### config.mk
export PLATFORM = sky130hd
export DESIGN_NAME = env_tick_sched
export DESIGN_NICKNAME = d
export VERILOG_FILES = /design/src/rtl/env_tick_pkg.sv /design/src/rtl/env_tick_timer.sv /design/src/rtl/env_rate_step.sv /design/src/rtl/env_level_blend.sv /design/src/rtl/env_tick_sched.sv
export SDC_FILE = /design/constraint.sdc
export NUM_CORES = 1
export LEC_CHECK = 0
export BUFFER_PORTS_ARGS = -buffer_cell sky130_fd_sc_hd__buf_2
export CORE_MARGIN = 5
export CORE_UTILIZATION = 29
export DETAILED_ROUTE_END_ITERATION = 10
export SYNTH_ARGS = -nofsm -noshare
export SYNTH_HDL_FRONTEND = slang
export SYNTH_SLANG_ARGS = --single-unit
### constraint.sdc
create_clock -name clk -period 6 [get_ports clk]
set_input_delay 0.3 -clock clk [delete_from_list [all_inputs] [get_ports clk]]
set_output_delay 0.3 -clock clk [all_outputs]
set_load 0.05 [all_outputs]
### src/rtl/env_tick_pkg.sv
package env_tick_pkg;

    localparam int RATE_W  = 7;
    localparam int CODE_W  = 3;
    localparam int N_ENT   = 8;
    localparam int PAT_W   = CODE_W * N_ENT;
    localparam int SHIFT_W = 4;
    localparam int STEP_W  = 7;

    typedef struct packed {
        logic [SHIFT_W-1:0] shift;
        logic [PAT_W-1:0]   pattern;
    } rate_word_t;

    // Row masks: bit k marks entry k of the pattern
    function automatic logic [7:0] slow_mask(input logic [1:0] row);
        case (row)
            2'd0:    return 8'hAA;
            2'd1:    return 8'hBA;
            2'd2:    return 8'hEE;
            default: return 8'hFE;
        endcase
    endfunction

    function automatic logic [7:0] fast_mask(input logic [1:0] row);
        case (row)
            2'd0:    return 8'h00;
            2'd1:    return 8'h88;
            2'd2:    return 8'hAA;
            default: return 8'hEE;
        endcase
    endfunction

    function automatic rate_word_t rate_lookup(input logic [RATE_W-1:0] idx);
        rate_word_t   rw;
        logic [6:0]   r;
        logic [7:0]   m;
        logic [3:0]   grp;
        rw  = '0;
        r   = idx - 7'd32;
        grp = r[5:2] - 4'd12;
        if (idx >= 7'd34 && idx < 7'd80) begin
            rw.shift = 4'd11 - r[5:2];
            m = slow_mask(r[1:0]);
            for (int k = 0; k < N_ENT; k++)
                rw.pattern[k*CODE_W +: CODE_W] = {2'b00, m[k]};
        end else if (idx >= 7'd80 && idx < 7'd92) begin
            m = fast_mask(r[1:0]);
            for (int k = 0; k < N_ENT; k++)
                rw.pattern[k*CODE_W +: CODE_W] = 3'(grp) + 3'd1 + {2'b00, m[k]};
        end else if (idx >= 7'd92 && idx < 7'd94) begin
            for (int k = 0; k < N_ENT; k++)
                rw.pattern[k*CODE_W +: CODE_W] = 3'd4;
        end
        return rw;
    endfunction

    function automatic logic [STEP_W-1:0] step_decode(input logic [CODE_W-1:0] c);
        return (c == '0) ? '0 : (STEP_W'(1) << (c - 3'd1));
    endfunction

endpackage

### src/rtl/env_tick_timer.sv
module env_tick_timer #(
    parameter int TICK_DIV = 3,
    parameter int CNT_WRAP = 4096,
    localparam int PH_W    = $clog2(TICK_DIV),
    localparam int CNT_W   = $clog2(CNT_WRAP)
) (
    input  logic             clk,
    input  logic             rst,
    input  logic             stb_i,
    output logic [PH_W-1:0]  phase_o,
    output logic             roll_o,
    output logic             tick_o,
    output logic [CNT_W-1:0] cnt_o
);
    localparam logic [PH_W-1:0]  PH_LAST  = PH_W'(TICK_DIV - 1);
    localparam logic [CNT_W-1:0] CNT_LAST = CNT_W'(CNT_WRAP - 1);

    logic [PH_W-1:0]  phase_q;
    logic [CNT_W-1:0] cnt_q;
    logic             tick_q;

    assign roll_o = stb_i && (phase_q == PH_LAST);

    always_ff @(posedge clk) begin
        if (rst) begin
            phase_q <= '0;
            cnt_q   <= '0;
            tick_q  <= 1'b0;
        end else begin
            tick_q <= roll_o;
            if (roll_o) begin
                phase_q <= '0;
                cnt_q   <= (cnt_q == CNT_LAST) ? CNT_W'(1) : cnt_q + 1'b1;
            end else if (stb_i) begin
                phase_q <= phase_q + 1'b1;
            end
        end
    end

    assign phase_o = phase_q;
    assign tick_o  = tick_q;
    assign cnt_o   = cnt_q;

    AST_IDLE_FREEZE: assert property (@(posedge clk) disable iff (rst)
        !stb_i |=> ($stable(phase_q) && $stable(cnt_q)));
    AST_TICK_FOLLOWS_STB: assert property (@(posedge clk) disable iff (rst)
        tick_q |-> $past(stb_i));
    AST_CNT_ADVANCE: assert property (@(posedge clk) disable iff (rst)
        tick_q |-> ((cnt_q == $past(cnt_q) + 1'b1) ||
                    (cnt_q == CNT_W'(1) && $past(cnt_q) == CNT_LAST)));
    AST_CNT_NONZERO: assert property (@(posedge clk) disable iff (rst)
        tick_q |-> (cnt_q != '0));

endmodule

### src/rtl/env_rate_step.sv
module env_rate_step
    import env_tick_pkg::*;
#(
    parameter int CNT_W = 12
) (
    input  logic [RATE_W-1:0] rate_i,
    input  logic [CNT_W-1:0]  cnt_i,
    output logic [STEP_W-1:0] step_o
);
    rate_word_t        rw;
    logic [CNT_W-1:0]  shifted;
    logic [2:0]        sel;
    logic [CODE_W-1:0] code;

    always_comb begin
        rw      = rate_lookup(rate_i);
        shifted = cnt_i >> rw.shift;
        sel     = shifted[2:0];
        code    = rw.pattern[int'(sel)*CODE_W +: CODE_W];
        step_o  = step_decode(code);
    end

endmodule

### src/rtl/env_level_blend.sv
module env_level_blend #(
    parameter int ATT_W    = 10,
    parameter int TICK_DIV = 3,
    localparam int PH_W    = $clog2(TICK_DIV)
) (
    input  logic             clk,
    input  logic             rst,
    input  logic             roll_i,
    input  logic [PH_W-1:0]  phase_i,
    input  logic [ATT_W-1:0] level_i,
    output logic [ATT_W-1:0] smooth_o
);
    localparam logic [PH_W-1:0] PH_LAST = PH_W'(TICK_DIV - 1);

    logic [ATT_W-1:0] prev_q;
    logic [ATT_W:0]   sum;

    always_ff @(posedge clk) begin
        if (rst)         prev_q <= '1;
        else if (roll_i) prev_q <= level_i;
    end

    always_comb begin
        sum = {1'b0, prev_q} + {1'b0, level_i};
        if (phase_i == '0)          smooth_o = prev_q;
        else if (phase_i == PH_LAST) smooth_o = level_i;
        else                        smooth_o = sum[ATT_W:1];
    end

    AST_PREV_CAPTURE: assert property (@(posedge clk) disable iff (rst)
        roll_i |=> (prev_q == $past(level_i)));
    AST_BLEND_BOUND: assert property (@(posedge clk) disable iff (rst)
        ((smooth_o >= prev_q) && (smooth_o <= level_i)) ||
        ((smooth_o <= prev_q) && (smooth_o >= level_i)));

endmodule

### src/rtl/env_tick_sched.sv
module env_tick_sched
    import env_tick_pkg::*;
#(
    parameter int NUM_OPS  = 4,
    parameter int ATT_W    = 10,
    parameter int TICK_DIV = 3,
    parameter int CNT_WRAP = 4096,
    localparam int CNT_W   = $clog2(CNT_WRAP)
) (
    input  logic                      clk,
    input  logic                      rst,
    input  logic                      smp_stb,
    input  logic [NUM_OPS*RATE_W-1:0] op_rate,
    input  logic [NUM_OPS*ATT_W-1:0]  op_level,
    output logic                      env_tick,
    output logic [CNT_W-1:0]          env_count,
    output logic [NUM_OPS*STEP_W-1:0] op_step,
    output logic [NUM_OPS*ATT_W-1:0]  op_smooth
);
    localparam int PH_W = $clog2(TICK_DIV);

    logic [PH_W-1:0] phase;
    logic            roll;

    env_tick_timer #(
        .TICK_DIV (TICK_DIV),
        .CNT_WRAP (CNT_WRAP)
    ) u_timer (
        .clk     (clk),
        .rst     (rst),
        .stb_i   (smp_stb),
        .phase_o (phase),
        .roll_o  (roll),
        .tick_o  (env_tick),
        .cnt_o   (env_count)
    );

    for (genvar i = 0; i < NUM_OPS; i++) begin : g_op
        env_rate_step #(
            .CNT_W (CNT_W)
        ) u_step (
            .rate_i (op_rate[i*RATE_W +: RATE_W]),
            .cnt_i  (env_count),
            .step_o (op_step[i*STEP_W +: STEP_W])
        );

        env_level_blend #(
            .ATT_W    (ATT_W),
            .TICK_DIV (TICK_DIV)
        ) u_blend (
            .clk      (clk),
            .rst      (rst),
            .roll_i   (roll),
            .phase_i  (phase),
            .level_i  (op_level[i*ATT_W +: ATT_W]),
            .smooth_o (op_smooth[i*ATT_W +: ATT_W])
        );

        AST_STEP_POW2: assert property (@(posedge clk) disable iff (rst)
            $onehot0(op_step[i*STEP_W +: STEP_W]));
        AST_FAST_RATE_ZERO: assert property (@(posedge clk) disable iff (rst)
            (op_rate[i*RATE_W +: RATE_W] >= 7'd94) |->
            (op_step[i*STEP_W +: STEP_W] == '0));
    end

endmodule

==> results.py, run 1 <==
metrics = {
    "placed_design": {
        "post-dp-hpwl_um": 18900,
        "place_ws_ns": 1.63,
        "portBuffers": 151,
        "gp_congestion": 0.921,
    },
    "global_route": {
        "antenna_found_initial": 4,
        "track_usage_pct": 15.3,
        "grt_max_degree": 69,
        "grt_pass1_vias": 8269,
        "grt_pass1_wl_um": 41300,
        "overflow": 0,
    },
    "sta": {
        "drv_slew": 0,
        "period_share_pct": 74.4,
        "fin_crit_ns": 4.47,
        "fmax_mhz": 224,
        "setup_ws_ns": 1.53,
        "fin_tns_setup_ns": 0,
        "hold_viol": 0,
        "worst_pin_slew_ns": 0.903,
        "skew_ns": 0.00775,
        "final-setup-viol-count": 0,
        "rsz0062_at_grt": "no",
        "slew_headroom_pct": 39.8,
    },
    "critical_path": {
        "cp_top_family": "compound AO/OA/AOI/OAI gates",
        "slowest_delay_ns": 0.55,
        "rr_endpoint": "u_timer.cnt_o[5]",
        "cp-startpoint": "op_rate[9]",
        "path_max_fanout": 26,
        "cp_data_required_time_ns": 5.70,
        "worst-path-buf-inv": 3,
        "end_kind": "primary output",
        "cp.depth": 13,
        "cp_slowest_cell": "a32oi_1",
        "reg2reg_depth": 6,
        "arrival_ns": 4.17,
        "ff2ff_setup_slack_ns": 3.58,
        "worstSetupPathType": "in -> out",
        "endpoint": "op_step[10]",
        "path_cells": "buf_2, inv_1, ha_1, nand2b_1, a32o_1, o211ai_1, a32oi_1, mux2_2, a41o_1, a211oi_1, nand2b_1, nor2_1, buf_2",
        "start_kind": "input pin",
        "rr_startpoint": "u_timer.cnt_o[7]",
    },
    "die": {
        "pin_count": 152,
        "die_x_um": 179,
        "die-area_sq_mm": 0.0320,
        "initial_utilization_pct": 29.6,
        "fp.coreArea_sq_mm": 0.0280,
        "fp-row-count": 61,
        "die_h_um": 179,
    },
    "synth": {
        "synth_area_sq_mm": 0.00828,
        "synthFlopType": "dfxtp_1",
        "async_reset_ff_share_pct": 0,
        "synthCells": 1134,
        "yosys_warnings": 0,
        "synthXorXnorAreaFrac_pct": 3.49,
        "ys_seq_elements": 55,
        "synth.distinct_cells": 100,
        "syn_area_per_cell_sq_um": 7.30,
        "yosysSeqAreaShare_pct": 13.3,
        "synth_top_family_by_area": "simple AND/OR/NAND/NOR gates",
        "muxShareOfSynthArea_pct": 6.19,
        "synth.net_count": 1295,
        "synth_compound_area_share_pct": 27.4,
        "synth-edff-count": 0,
        "synthAdderAreaFrac_pct": 14.0,
        "synthSimpleGateAreaFrac_pct": 29.3,
    },
    "drt": {
        "wirelength_um": 25500,
        "route.detailed.wl_per_inst_um": 15.8,
        "viasPerCell": 5.40,
        "drc": 0,
        "firstDrtPassIters": 5,
        "drtAntennaViolNets": 0,
        "num_vias": 8705,
        "drt_first_iter_violations": 575,
    },
    "outcome": {
        "status": "finished clean",
    },
    "pwr": {
        "power_w": 0.00157,
        "p_sw_share_pct": 44.2,
        "vdd_drop_max_mv": 0.120,
        "p_sw_w": 0.000695,
        "power_frac_comb_pct": 50.0,
        "power_density_mw_per_mm2": 166,
        "intPower_w": 0.000878,
        "p_seq_share_pct": 24.6,
        "clkPwrFrac_pct": 25.4,
        "p_leak_nw": 4.15,
    },
    "clock_tree": {
        "cts_resized": 0,
        "cts.sink_count": 55,
        "cts-hold-fix-buffers": 0,
        "cts-root-buf": "clkbuf_16",
        "cts_setup_buffers": 0,
        "worstSkewPairLatency_ns": 0.31,
        "cts_made_buffers": 5,
        "clkSlewWorstSetupHoldPaths_ns": 0.08,
        "clockBufferDepth": 2,
        "cts_tree": "yes",
        "cts_max_level": 2,
    },
    "cells_and_area": {
        "fin_nets": 1394,
        "syn_to_final_growth_pct": 14.6,
        "num-fill-cells": 3003,
        "drive_above_1_share_pct": 18.3,
        "mostFrequentLayoutCells": "nand2_1, buf_2, nor2_1",
        "layout_commonest_cell": "nand2_1",
    },
    "job": {
        "drv_cap": 0,
    },
    "worst_hold_path": {
        "worstHoldStart": "op_level[6]",
        "min_path_type": "in -> reg",
    },
}
## Yosys cell counts (all sizes together), types with 11 or more instances
cell / n / area (sq um)
nor3: 26 / 156
a21oi: 42 / 210
nand3b: 40 / 300
nor2: 96 / 370
a21boi: 11 / 82.6
dfxtp: 55 / 1100
and2: 17 / 109
xor2: 15 / 131
inv: 66 / 248
clkbuf: 48 / 180
mux2i: 25 / 254
o311ai: 14 / 123
o21ai: 54 / 270
xnor2: 18 / 158
o221ai: 12 / 105
o21a: 28 / 210
o211ai: 20 / 155
nor2b: 20 / 125
buf: 17 / 88.8
nand2: 179 / 672
nand2b: 18 / 113
nand3: 17 / 90.1
mux2: 11 / 124
ha: 86 / 1080
a31oi: 19 / 119
## power groups by stage
| stage | combinational (W) | sequential, W | clock (W) |
|---|---|---|---|
| floorplan | 0.000599 | 0.000393 | 0 |
| global placement | 0.000781 | 0.000395 | 0 |
| detailed placement | 0.000784 | 0.000396 | 0 |
| CTS | 0.000788 | 0.000387 | 0.000424 |
| global route | 0.000862 | 0.000389 | 0.000434 |
| finish | 0.000787 | 0.000387 | 0.000399 |
## metal layers
metal / global-route usage [%] / wire [um] / up-vias
li1: - / - / 4338
met1: 19.0 / 11100 / 4010
met2: 26.5 / 11700 / 305
met3: 4.24 / 2240 / 46
met4: 3.26 / 456 / 6
met5: 0 / 29 / -
## area by class of cell
class	count	area [sq um]	share of cell area [%]
Sequential cell	55	1100	11.6
Inverter	68	255	2.69
Clock buffer	5	125	1.32
Timing Repair Buffer	157	801	8.44
Clock inverter	3	71.3	0.751
Tap cell	378	473	4.98
Antenna cell	1	2.50	0.0264
Multi-Input combinational cell	946	6660	70.2
## stage by stage
stage                     hold slack, ns  util, %  cell area, sq um  std cells
after CTS                          0.219     33.9              9490       1612
after global placement             0.477     33.2              9290       1604
after detailed placement           0.482     33.2              9290       1604
after global routing               0.234     33.9              9490       1612
after floorplan                    0.424        -              8280       1134
final                              0.235     33.9              9490       1613
## worst min-delay path by stage
stage	endpoint	depth (start not counted)
global placement	g_op[0].u_blend.prev_q[9]	2
floorplan	g_op[0].u_blend.prev_q[0]	2
finish	g_op[0].u_blend.prev_q[6]	3
CTS	g_op[3].u_blend.prev_q[3]	3
global route	g_op[3].u_blend.prev_q[3]	3
detailed placement	g_op[3].u_blend.prev_q[8]	2
## sequential cells by signal, indices dropped and copies added, names as in the netlist
signal / flops
u_timer.phase_o: 2
u_timer.cnt_o: 12
u_timer.tick_o: 1
g_op.u_blend.prev_q: 40
## tightest hold or removal path, stage by stage
cell      delay, ns
buf_2          0.10
nand2_1        0.05
nand3b_1       0.07
## logic make-up (layout without fill, tap and decap cells)
kind of cell    count (synthesis)  in the layout
buf+inv                       133            233
simple gates                  477            477
xor+xnor                       33             33
compound gates                304            304
flops                          55             55
mux                            42             42
fa+ha+maj                      90             90
other cells                     0              1
(Power assumes the default switching activity.)
==> run 2: changes to the inputs <==
Clock period 6 ns to 4.4 ns, I/O delays scaled along.
==> results.py, run 2 (same netlist as run 1, synthesis figures left out) <==
metrics = {
    "outcome": {
        "status": "finished clean",
    },
    "drt": {
        "viasPerCell": 5.41,
        "drtAntennaViolNets": 0,
        "num_vias": 8828,
        "wirelength_um": 26300,
        "firstDrtPassIters": 5,
        "route.detailed.wl_per_inst_um": 16.1,
        "drt_first_iter_violations": 571,
        "drc": 0,
    },
    "critical_path": {
        "start_kind": "input pin",
        "path_max_fanout": 17,
        "end_kind": "primary output",
        "reg2reg_depth": 6,
        "cp_data_required_time_ns": 4.18,
        "arrival_ns": 3.79,
        "worstSetupPathType": "in -> out",
    },
    "sta": {
        "worst_pin_slew_ns": 0.875,
        "slew_headroom_pct": 41.7,
        "skew_ns": 0.00470,
        "drv_slew": 0,
        "final-setup-viol-count": 0,
        "fin_tns_setup_ns": 0,
        "period_share_pct": 91.0,
        "fin_crit_ns": 4.01,
        "rsz0062_at_grt": "no",
        "hold_viol": 0,
        "fmax_mhz": 250,
        "whs_ns": 0.156,
    },
    "cells_and_area": {
        "largest_reg_flops": 40,
        "multi_input_area_sq_mm": 0.00666,
        "mostFrequentLayoutCells": "nand2_1, buf_2, nor2_1",
        "fin_nets": 1411,
        "largest-register": "g_op.u_blend.prev_q",
        "syn_to_final_growth_pct": 15.5,
        "drive_above_1_share_pct": 19.3,
        "num-fill-cells": 2950,
        "seqCellArea_sq_mm": 0.00110,
        "layout_commonest_cell": "nand2_1",
        "fin_util_pct": 34.2,
    },
    "global_route": {
        "track_usage_pct": 15.9,
        "grt_pass1_wl_um": 42400,
        "grt_max_degree": 50,
        "grt_pass1_vias": 8440,
        "antenna_found_initial": 5,
        "overflow": 0,
    },
    "pwr": {
        "power_density_mw_per_mm2": 214,
        "p_sw_w": 0.000957,
        "vdd_drop_max_mv": 0.165,
        "power_frac_comb_pct": 53.3,
        "clkPwrFrac_pct": 21.0,
        "p_seq_share_pct": 25.7,
        "intPower_w": 0.00109,
        "p_leak_nw": 4.20,
        "p_sw_share_pct": 46.8,
    },
    "clock_tree": {
        "cts_max_level": 2,
        "worstSkewPairLatency_ns": 0.30,
        "cts_resized": 0,
        "clockBufferDepth": 2,
        "cts_made_buffers": 5,
        "cts_tree": "yes",
        "cts-root-buf": "clkbuf_16",
        "cts_setup_buffers": 0,
        "cts-hold-fix-buffers": 0,
        "clkSlewWorstSetupHoldPaths_ns": 0.08,
        "cts.sink_count": 55,
    },
    "worst_hold_path": {
        "hold_depth": 3,
        "min_path_type": "in -> reg",
    },
    "placed_design": {
        "portBuffers": 151,
        "gp_congestion": 0.934,
        "post-dp-hpwl_um": 19600,
    },
    "die": {
        "fp-row-count": 61,
        "die-area_sq_mm": 0.0320,
        "pin_count": 152,
        "die_x_um": 179,
        "die_h_um": 179,
        "fp.coreArea_sq_mm": 0.0280,
        "initial_utilization_pct": 29.6,
    },
    "job": {
        "drv_cap": 0,
    },
}
[run 2: power groups by stage]
stage / Clock (W) / Combinational (W) / Sequential [W]
after detailed placement: 0 / 0.00108 / 0.000538
after CTS: 0.000460 / 0.00109 / 0.000527
after global routing: 0.000479 / 0.00119 / 0.000529
final: 0.000429 / 0.00109 / 0.000527
after global placement: 0 / 0.00108 / 0.000538
after floorplan: 0 / 0.000817 / 0.000537
[run 2: critical path: stages]
cell,delay [ns]
buf_2,0.30
inv_1,0.22
ha_1,0.22
or3b_4,0.23
a211o_1,0.31
nand2_1,0.22
o32ai_1,0.48
a22oi_2,0.22
o211a_1,0.26
or3_1,0.35
a31o_2,0.29
and3b_1,0.20
buf_2,0.25
[run 2: worst paths after layout]
path	endpoint	startpoint	slack [ns]
worst max-delay path	op_step[17]	op_rate[16]	0.39
worst max register to register	u_timer.cnt_o[7]	u_timer.cnt_o[6]	2.22
worst min register to register	g_op[1].u_blend.prev_q[8]	g_op[1].u_blend.prev_q[8]	0.49
worst min-delay path	g_op[1].u_blend.prev_q[6]	op_level[16]	0.16
[run 2: area by class of cell]
class | count | share of cell area, %
multi-input cells | 946 | 69.6
clock inverters | 2 | 0.170
inverters | 68 | 2.67
flip-flops and latches | 55 | 11.5
diodes | 2 | 0.0523
clock buffers | 6 | 1.35
repair buffers | 174 | 9.70
well taps | 378 | 4.94
[run 2: stage by stage]
| stage | std cells | instance area [sq um] | worst slack (ns) | power, W |
|---|---|---|---|---|
| 6_report | 1631 | 9570 | 0.394 | 0.00205 |
| 5_1_grt | 1629 | 9560 | 0.0805 | 0.00220 |
| 4_1_cts | 1629 | 9560 | 0.432 | 0.00208 |
| 3_5_place_dp | 1621 | 9420 | 0.435 | 0.00162 |
| 3_3_place_gp | 1621 | 9420 | 0.504 | 0.00161 |
| 2_1_floorplan | 1134 | 8280 | 0.151 | 0.00135 |
[run 2: metal layers]
layer  share of wire, %  wire, um  track usage [%]
met1                 44     11700             19.8
met2                 47     12300             28.0
met3                7.5      1970             4.01
met4                1.0       265             2.46
met5               0.19        49                0
